**src/rtl/i2cs_pkg.sv**
```systemverilog
package i2cs_pkg;

  localparam int BYTE_W  = 8;
  localparam int CNT_W   = 4;
  localparam int ADDR_W  = 10;
  localparam logic [CNT_W-1:0] LAST_BIT = CNT_W'(BYTE_W - 1);
  localparam logic [CNT_W-1:0] ACK_IDX  = CNT_W'(BYTE_W);
  localparam logic [4:0] TEN_PREFIX = 5'b11110;

  typedef enum logic [3:0] {
    ST_IDLE  = 4'h0,
    ST_START = 4'h1,
    ST_BYST  = 4'h2,
    ST_WAIT  = 4'h3,
    ST_TXD   = 4'h8,
    ST_RXD   = 4'h9,
    ST_AD1   = 4'hA,
    ST_AD2   = 4'hB
  } major_e;

  // Byte-carrying states all have the top bit of the major code set.
  function automatic logic is_byte_state(input major_e m);
    return m[3];
  endfunction

  function automatic logic [7:0] pack_code(input major_e m, input logic [CNT_W-1:0] c);
    return {m, is_byte_state(m) ? c : {CNT_W{1'b0}}};
  endfunction

  function automatic logic hit7(input logic [BYTE_W-1:0] b, input logic [ADDR_W-1:0] own);
    return b[7:1] == own[6:0];
  endfunction

  function automatic logic hdr10(input logic [BYTE_W-1:0] b, input logic [ADDR_W-1:0] own);
    return (b[7:3] == TEN_PREFIX) && (b[2:1] == own[9:8]);
  endfunction

endpackage

```
**src/rtl/i2cs_glitch_filter.sv**
```systemverilog
module i2cs_glitch_filter #(
  parameter int FILT_LEN = 4
) (
  input  logic clk,
  input  logic rst_n,
  input  logic raw,
  output logic clean
);
  localparam int CW = (FILT_LEN < 2) ? 1 : $clog2(FILT_LEN);
  localparam logic [CW-1:0] LIMIT = CW'(FILT_LEN - 1);

  logic       s1, s2;
  logic [CW-1:0] run;

  // Two-flop synchronizer, then the output follows only after the
  // synchronized level has differed from it for FILT_LEN cycles.
  always_ff @(posedge clk or negedge rst_n) begin
    if (!rst_n) begin
      s1    <= 1'b1;
      s2    <= 1'b1;
      clean <= 1'b1;
      run   <= '0;
    end else begin
      s1 <= raw;
      s2 <= s1;
      if (s2 == clean) begin
        run <= '0;
      end else if (run == LIMIT) begin
        clean <= s2;
        run   <= '0;
      end else begin
        run <= run + 1'b1;
      end
    end
  end
endmodule

```
**src/rtl/i2cs_bus_events.sv**
```systemverilog
module i2cs_bus_events (
  input  logic clk,
  input  logic rst_n,
  input  logic scl,
  input  logic sda,
  output logic scl_rise,
  output logic scl_fall,
  output logic start_evt,
  output logic stop_evt
);
  logic scl_d, sda_d;

  always_ff @(posedge clk or negedge rst_n) begin
    if (!rst_n) begin
      scl_d <= 1'b1;
      sda_d <= 1'b1;
    end else begin
      scl_d <= scl;
      sda_d <= sda;
    end
  end

  assign scl_rise  = scl & ~scl_d;
  assign scl_fall  = ~scl & scl_d;
  // Data edges while the clock stays high are bus conditions.
  assign start_evt = scl & scl_d & sda_d & ~sda;
  assign stop_evt  = scl & scl_d & ~sda_d & sda;
endmodule

```
**src/rtl/i2cs_slave_fsm.sv**
```systemverilog
module i2cs_slave_fsm
  import i2cs_pkg::*;
(
  input  logic              clk,
  input  logic              rst_n,
  input  logic              enable,
  input  logic              scl_rise,
  input  logic              scl_fall,
  input  logic              start_evt,
  input  logic              stop_evt,
  input  logic              sda_now,
  input  logic              ten_bit_en,
  input  logic [ADDR_W-1:0] own_addr,
  input  logic [BYTE_W-1:0] tx_byte,
  input  logic              tx_valid,
  output logic              tx_taken,
  output logic [BYTE_W-1:0] rx_byte,
  output logic              rx_strobe,
  input  logic              nack_next,
  output logic              sda_pull,
  output logic [7:0]        state_code
);
  major_e            major, after_ack;
  logic [CNT_W-1:0]  cnt;
  logic [BYTE_W-1:0] shreg;
  logic              ack_q;
  logic              ten_ok;
  logic              mack_q;

  logic              last_bit, ack_slot, in_rx_like;
  logic [BYTE_W-1:0] next_tx;

  assign last_bit   = (cnt == LAST_BIT);
  assign ack_slot   = (cnt == ACK_IDX);
  assign in_rx_like = (major == ST_AD1) || (major == ST_AD2) || (major == ST_RXD);
  assign next_tx    = tx_valid ? tx_byte : {BYTE_W{1'b1}};

  always_ff @(posedge clk or negedge rst_n) begin
    if (!rst_n) begin
      major     <= ST_IDLE;
      after_ack <= ST_IDLE;
      cnt       <= '0;
      shreg     <= '0;
      ack_q     <= 1'b0;
      ten_ok    <= 1'b0;
      mack_q    <= 1'b1;
      rx_byte   <= '0;
      rx_strobe <= 1'b0;
      tx_taken  <= 1'b0;
    end else begin
      rx_strobe <= 1'b0;
      tx_taken  <= 1'b0;
      if (!enable || stop_evt) begin
        major  <= ST_IDLE;
        cnt    <= '0;
        ack_q  <= 1'b0;
        ten_ok <= 1'b0;
      end else if (start_evt) begin
        major <= ST_START;
        cnt   <= '0;
        ack_q <= 1'b0;
      end else begin
        case (major)
          ST_START: begin
            if (scl_fall) begin
              major <= ST_AD1;
              cnt   <= '0;
            end
          end
          ST_AD1, ST_AD2, ST_RXD: begin
            if (scl_rise && !ack_slot) shreg <= {shreg[BYTE_W-2:0], sda_now};
            if (scl_fall) begin
              if (last_bit) begin
                cnt <= ACK_IDX;
                case (major)
                  ST_AD1: begin
                    if (!ten_bit_en) begin
                      if (hit7(shreg, own_addr)) begin
                        ack_q     <= 1'b1;
                        after_ack <= shreg[0] ? ST_TXD : ST_RXD;
                      end else begin
                        major <= ST_BYST;
                        cnt   <= '0;
                      end
                    end else if (hdr10(shreg, own_addr) && !shreg[0]) begin
                      ack_q     <= 1'b1;
                      after_ack <= ST_AD2;
                      ten_ok    <= 1'b0;
                    end else if (hdr10(shreg, own_addr) && ten_ok) begin
                      ack_q     <= 1'b1;
                      after_ack <= ST_TXD;
                    end else begin
                      major <= ST_BYST;
                      cnt   <= '0;
                    end
                  end
                  ST_AD2: begin
                    if (shreg == own_addr[BYTE_W-1:0]) begin
                      ack_q     <= 1'b1;
                      after_ack <= ST_RXD;
                      ten_ok    <= 1'b1;
                    end else begin
                      major <= ST_BYST;
                      cnt   <= '0;
                    end
                  end
                  default: begin
                    rx_byte   <= shreg;
                    rx_strobe <= 1'b1;
                    ack_q     <= !nack_next;
                    after_ack <= nack_next ? ST_WAIT : ST_RXD;
                  end
                endcase
              end else if (ack_slot) begin
                cnt   <= '0;
                ack_q <= 1'b0;
                major <= after_ack;
                if (after_ack == ST_TXD) begin
                  shreg    <= next_tx;
                  tx_taken <= tx_valid;
                end
              end else begin
                cnt <= cnt + 1'b1;
              end
            end
          end
          ST_TXD: begin
            if (scl_rise && ack_slot) mack_q <= sda_now;
            if (scl_fall) begin
              if (last_bit) begin
                cnt <= ACK_IDX;
              end else if (ack_slot) begin
                cnt <= '0;
                if (!mack_q) begin
                  shreg    <= next_tx;
                  tx_taken <= tx_valid;
                end else begin
                  major <= ST_WAIT;
                end
              end else begin
                cnt   <= cnt + 1'b1;
                shreg <= {shreg[BYTE_W-2:0], 1'b1};
              end
            end
          end
          default: ;
        endcase
      end
    end
  end

  assign sda_pull   = (in_rx_like && ack_slot && ack_q) ||
                      ((major == ST_TXD) && !ack_slot && !shreg[BYTE_W-1]);
  assign state_code = pack_code(major, cnt);
endmodule

```
**src/rtl/i2cs_engine.sv**
```systemverilog
module i2cs_engine
  import i2cs_pkg::*;
#(
  parameter int FILT_LEN = 4
) (
  input  logic              clk,
  input  logic              rst_n,
  input  logic              enable,
  input  logic              scl_in,
  input  logic              sda_in,
  input  logic              ten_bit_en,
  input  logic [ADDR_W-1:0] own_addr,
  input  logic [BYTE_W-1:0] tx_byte,
  input  logic              tx_valid,
  output logic              tx_taken,
  output logic [BYTE_W-1:0] rx_byte,
  output logic              rx_strobe,
  input  logic              nack_next,
  output logic              sda_pull,
  output logic [7:0]        state_code
);
  localparam int LINES = 2;

  logic [LINES-1:0] raw_lines, clean_lines;
  logic scl_f, sda_f;
  logic scl_rise, scl_fall, start_evt, stop_evt;

  assign raw_lines = {scl_in, sda_in};

  for (genvar g = 0; g < LINES; g++) begin : g_filt
    i2cs_glitch_filter #(.FILT_LEN(FILT_LEN)) u_filt (
      .clk   (clk),
      .rst_n (rst_n),
      .raw   (raw_lines[g]),
      .clean (clean_lines[g])
    );
  end

  assign scl_f = clean_lines[1];
  assign sda_f = clean_lines[0];

  i2cs_bus_events u_events (
    .clk       (clk),
    .rst_n     (rst_n),
    .scl       (scl_f),
    .sda       (sda_f),
    .scl_rise  (scl_rise),
    .scl_fall  (scl_fall),
    .start_evt (start_evt),
    .stop_evt  (stop_evt)
  );

  i2cs_slave_fsm u_fsm (
    .clk        (clk),
    .rst_n      (rst_n),
    .enable     (enable),
    .scl_rise   (scl_rise),
    .scl_fall   (scl_fall),
    .start_evt  (start_evt),
    .stop_evt   (stop_evt),
    .sda_now    (sda_f),
    .ten_bit_en (ten_bit_en),
    .own_addr   (own_addr),
    .tx_byte    (tx_byte),
    .tx_valid   (tx_valid),
    .tx_taken   (tx_taken),
    .rx_byte    (rx_byte),
    .rx_strobe  (rx_strobe),
    .nack_next  (nack_next),
    .sda_pull   (sda_pull),
    .state_code (state_code)
  );
endmodule

```
**config.mk**
```make
export PLATFORM = sky130hd
export DESIGN_NAME = i2cs_engine
export DESIGN_NICKNAME = d
export VERILOG_FILES = /design/src/rtl/i2cs_pkg.sv /design/src/rtl/i2cs_glitch_filter.sv /design/src/rtl/i2cs_bus_events.sv /design/src/rtl/i2cs_slave_fsm.sv /design/src/rtl/i2cs_engine.sv
export SDC_FILE = /design/constraint.sdc
export NUM_CORES = 1
export LEC_CHECK = 0
export BUFFER_PORTS_ARGS = -buffer_cell sky130_fd_sc_hd__buf_2
export CAP_MARGIN = 20
export CORE_MARGIN = 2
export CORE_UTILIZATION = 50
export CTS_CLUSTER_DIAMETER = 200
export DETAILED_ROUTE_END_ITERATION = 12
export PLACE_DENSITY = 0.73
export SLEW_MARGIN = 20
export SYNTH_ARGS = -nofsm -noshare
export SYNTH_HDL_FRONTEND = slang
export SYNTH_HIERARCHICAL = 1
export SYNTH_SLANG_ARGS = --single-unit
export TNS_END_PERCENT = 5
```
**constraint.sdc**
```tcl
create_clock -name clk -period 5.11 [get_ports clk]
set_clock_uncertainty 0.1 [all_clocks]
set_input_delay 0.511 -clock clk [delete_from_list [all_inputs] [get_ports clk]]
set_output_delay 0.511 -clock clk [all_outputs]
set_load 0.01 [all_outputs]
```
==> results.md <==
- In this run the tightest slew margin relative to its limit is between 30% and 40%.
- In this run, post-CTS repair resized a total of 0 instances.
- Summed over all layers, the global routing overflow is 0.
- The number of failing hold endpoints at the final stage is 0.
- Counting every instance in the synthesized netlist gives about 230.
- The via density per instance is 5.68.
- Setup repair after global routing left no endpoint under its margin.
- The number of nets in the synthesized netlist is ~260.
- Once the clock tree was built, the setup fixing pass inserted 0 buffers.
- In this run the vertical extent of the chip is around 75 um.
- The number of slew-limit violations in the final report is 0.
- Fill cells in the final layout number 430.
- The transition time of the tightest slew-check pin is between 0.9 and 1 ns.
- The clock reaches the later pin of the worst-skew pair after between 0.2 and 0.3 ns.
- The minimum period implied by the final worst setup slack is about 2.7 ns.
- The core area is 0.00479 mm2.
- Routability-driven placement finished with a final weighted congestion of roughly 0.86.
- The number of distinct library cells after synthesis is 59.
- Entering global routing, the biggest net connects 44 pins.
- The number of buffers inserted by hold repair at cts is 0.
- The flow ran to the end, and the final reports show no timing, DRC or antenna violations.
- In the final layout, the multi-input gates occupy about 0.0013 mm2.
- TritonCTS built the clock tree.
- In this run, the number of DRC markers left after iteration 0 of detailed routing was around 170.
- From left edge to right edge, the die measures roughly 75 um.
- The Yosys warning count is 6.
- Dividing the detail-routed wire length by the instance count gives between 15 and 20 um.
- The path type of the worst min-delay path is in -> reg.
- Summing all flip-flop and latch instances after layout gives between 0.001 and 0.0015 mm2.
- Detailed placement finished with a half-perimeter wire length of 3950 um.
- Setup total negative slack on the finished layout was measured at 0 ns.
- Setup slack on the critical path of the routed design comes to around 2.4 ns.
- The number of max-cap violations is 0.
- OpenSTA, run right after detailed placement, puts the worst setup slack at between 2 and 2.5 ns.
- The via count of the first global-routing pass is approximately 1,900.
- The final layout contains routed wiring with a total length of approximately 5400 um.
- For this configuration, the core starts out at a cell density of 52.2%.
- At the worst endpoint, the required time is 5.20 ns.
- After the last flow step, the layout net total stands at about 300.
- The initial antenna violation count is 0.
- The synthesized netlist occupies a cell area of 0.00250 mm2.
- The slowest stage of the critical path is the sky130_fd_sc_hd__nor2_1 cell.
- A synthesized cell averages roughly 11 um2.
- Clock-pin slew was measured on the worst setup and hold paths at about 0.08 ns.
- For the worst setup path, the data arrival time is roughly 2.8 ns.
- Setup violations remaining at the end of the flow were counted as 0.
- Counting flops with a built-in enable in the synthesized netlist gives 0.
- The site row count is 25.
- Summed over all cells, the static leakage comes to approximately 1.3 nW.
- For this run, the top clock speed supported by timing is approximately 0.37 GHz.
- The total clock buffers created by CTS is 5.
- The final cell area excluding filler cells is 0.00285 mm2.
- The maximum VDD drop is roughly 0.17 mV.
- The total number of clock tree sinks is 43.
- The overall via count from detail_route is 1,931.
- The final-layout worst hold slack is about 0.21 ns.
- Dividing the final minimum period by the clock period gives between 50% and 60%.
- Of all flip-flops after synthesis, the portion carrying an async set or reset was between 90% and 100%.
- The floorplan step defined a die boundary enclosing between 0.005 and 0.006 mm2.
- In this run the cell area measured after placement is 0.00272 mm2.
- The maximum buffer depth of the clock tree is 2.
- In this run the clock root is driven by a sky130_fd_sc_hd__clkbuf_8.
- The number of non-filler instances in the completed layout is 340.
- The synthesized flop and latch total is 43.
- The total global-route track usage is a little over a fifth.
- The number of placed cells counting well taps is around 330.
- For this run, design rule violations remaining after detail routing come to 0.
- Of the cells placed in the final design, the portion with a size suffix greater than 1 is between 30% and 40%.
- The top-level I/O count is 45.
- The final antenna diode count is 0.
- The type of element launching the critical path is a register.
- For this run, the slowest stage of the critical path takes between 0.6 and 0.7 ns.
- The count of input and output buffers is 43.
- The largest fanout on the critical path is 13.
- The main flop type after synthesis is sky130_fd_sc_hd__dfrtp_1.
- The growth of design area from synthesis to finish is 14.2%.
- CTS built an H-tree with a depth of 2.
- The share of the Yosys chip area taken by registers is between 40% and 50%.
- Traced cell by cell, the critical path runs through and4b_1 -> nand2b_1 -> nor2_1 -> nand2_1 -> a21oi_4 -> o21ai_2 -> a22o_2.
- The post-detailed-route count of antenna-violating nets is 0.
- The first detailed-routing pass ran for 4 iterations.
- The path type of the worst setup path is reg -> reg.
- The total power per unit cell area is 318 mW/mm2.
- The nature of the critical path endpoint is a register.
- The first global-routing pass estimated about 9000 um of wire.
-- area by class of cell --
type / count / area share [%]
clock buffers: 6 / 2.54
inverters: 6 / 0.789
flip-flops and latches: 43 / 38.1
repair buffers: 43 / 7.54
well taps: 67 / 2.94
multi-input cells: 173 / 46.0
clock inverters: 2 / 2.11
-- sequential cells by signal (all words and copies together) (netlist names), 3 cells and up --
signal	cells
u_fsm/rx_byte	8
u_fsm/major	3
u_fsm/shreg	8
g_filt.u_filt/run	4
u_fsm/after_ack	3
u_fsm/cnt	4
-- synth_stat cells (5+ instances only) --
master,n,share of area [%]
sky130_fd_sc_hd__nand2b_1,10,2.5
sky130_fd_sc_hd__nor4_1,5,1.3
sky130_fd_sc_hd__a21oi_1,7,1.4
sky130_fd_sc_hd__xor2_1,15,5.3
sky130_fd_sc_hd__nor2_1,11,1.7
sky130_fd_sc_hd__buf_2,5,1.0
sky130_fd_sc_hd__inv_1,6,0.90
sky130_fd_sc_hd__o21ai_0,5,1.0
sky130_fd_sc_hd__mux2_2,11,5.0
sky130_fd_sc_hd__dfrtp_1,34,34
sky130_fd_sc_hd__buf_4,5,1.5
sky130_fd_sc_hd__nand3_1,8,1.6
sky130_fd_sc_hd__dfstp_2,9,9.5
sky130_fd_sc_hd__nand2_1,16,2.4
sky130_fd_sc_hd__a22o_1,12,4.2
sky130_fd_sc_hd__nor2b_1,6,1.5
-- report_power, final --
part / switching [mW] / total [mW] / internal [mW]
registers: 0.0396 / 0.428 / 0.388
clock network: 0.116 / 0.311 / 0.195
logic: 0.0976 / 0.169 / 0.0716
-- cell families (layout without fill, tap and decap cells) --
| group | count (synthesis) | in the layout | synth area share, % |
|---|---|---|---|
| simple gates | 82 | 82 | 19.5 |
| compound gates | 52 | 52 | 17.0 |
| flops | 43 | 43 | 43.5 |
| xor+xnor | 19 | 19 | 6.66 |
| buf+inv | 18 | 57 | 4.01 |
| mux | 15 | 15 | 7.16 |
| fa+ha+maj | 4 | 4 | 2.00 |
| other cells | 1 | 1 | 0.150 |
-- per-stage QoR --
stage | total power [mW] | utilization (%)
6_report | 0.908 | 59.6
5_1_grt | 0.960 | 59.6
4_1_cts | 0.919 | 59.6
3_5_place_dp | 0.603 | 56.8
3_3_place_gp | 0.594 | 56.8
2_1_floorplan | 0.553 | -
-- metal layers --
metal | GRT usage [%] | share of wire (%) | up-vias
li1 | - | - | 930
met1 | 28.5 | 45 | 936
met2 | 33.3 | 49 | 57
met3 | 4.15 | 4.8 | 8
met4 | 8.13 | 1.2 | 0
met5 | 0 | 0 | -
-- final timing paths --
path	startpoint	end	slack, ns	cells past startpoint
worst max-delay path	u_events/sda_d$_DFF_PN1_	u_fsm/shreg[6]$_DFFE_PN0P_	2.38	7
worst min-delay path	sda_in	g_filt[0].u_filt/s1$_DFF_PN1_	0.21	1
worst max register to register	u_events/sda_d$_DFF_PN1_	u_fsm/shreg[6]$_DFFE_PN0P_	2.38	7
worst min register to register	g_filt[1].u_filt/s1$_DFF_PN1_	g_filt[1].u_filt/s2$_DFF_PN1_	0.26	0
max in group asynchronous	rst_n	g_filt[0].u_filt/run[0]$_DFF_PN0_	4.07	1
min in group asynchronous	rst_n	u_fsm/tx_taken$_DFF_PN0_	0.26	1
-- worst max-delay path: cells and delay by family, from the launching register on --
kind	cells	cell delay (ns)
flops	1	0.53
compound gates	3	0.75
simple gates	4	1.25
-- cells in the final DEF (no fill, tap or decap), types with 5 or more instances in the layout --
cell and instances:
sky130_fd_sc_hd__nand3_1 8, sky130_fd_sc_hd__a21oi_1 7, sky130_fd_sc_hd__dfrtp_1 34, sky130_fd_sc_hd__nand2_1 16, sky130_fd_sc_hd__nor2_1 11, sky130_fd_sc_hd__inv_1 6
sky130_fd_sc_hd__o21ai_0 5, sky130_fd_sc_hd__nor2b_1 6, sky130_fd_sc_hd__a22o_1 12, sky130_fd_sc_hd__dfstp_2 9, sky130_fd_sc_hd__nand2b_1 10, sky130_fd_sc_hd__xor2_1 15
sky130_fd_sc_hd__nor4_1 5, sky130_fd_sc_hd__clkbuf_8 5, sky130_fd_sc_hd__mux2_2 11, sky130_fd_sc_hd__buf_2 43
Note: power is estimated with default switching activity, not from simulation.
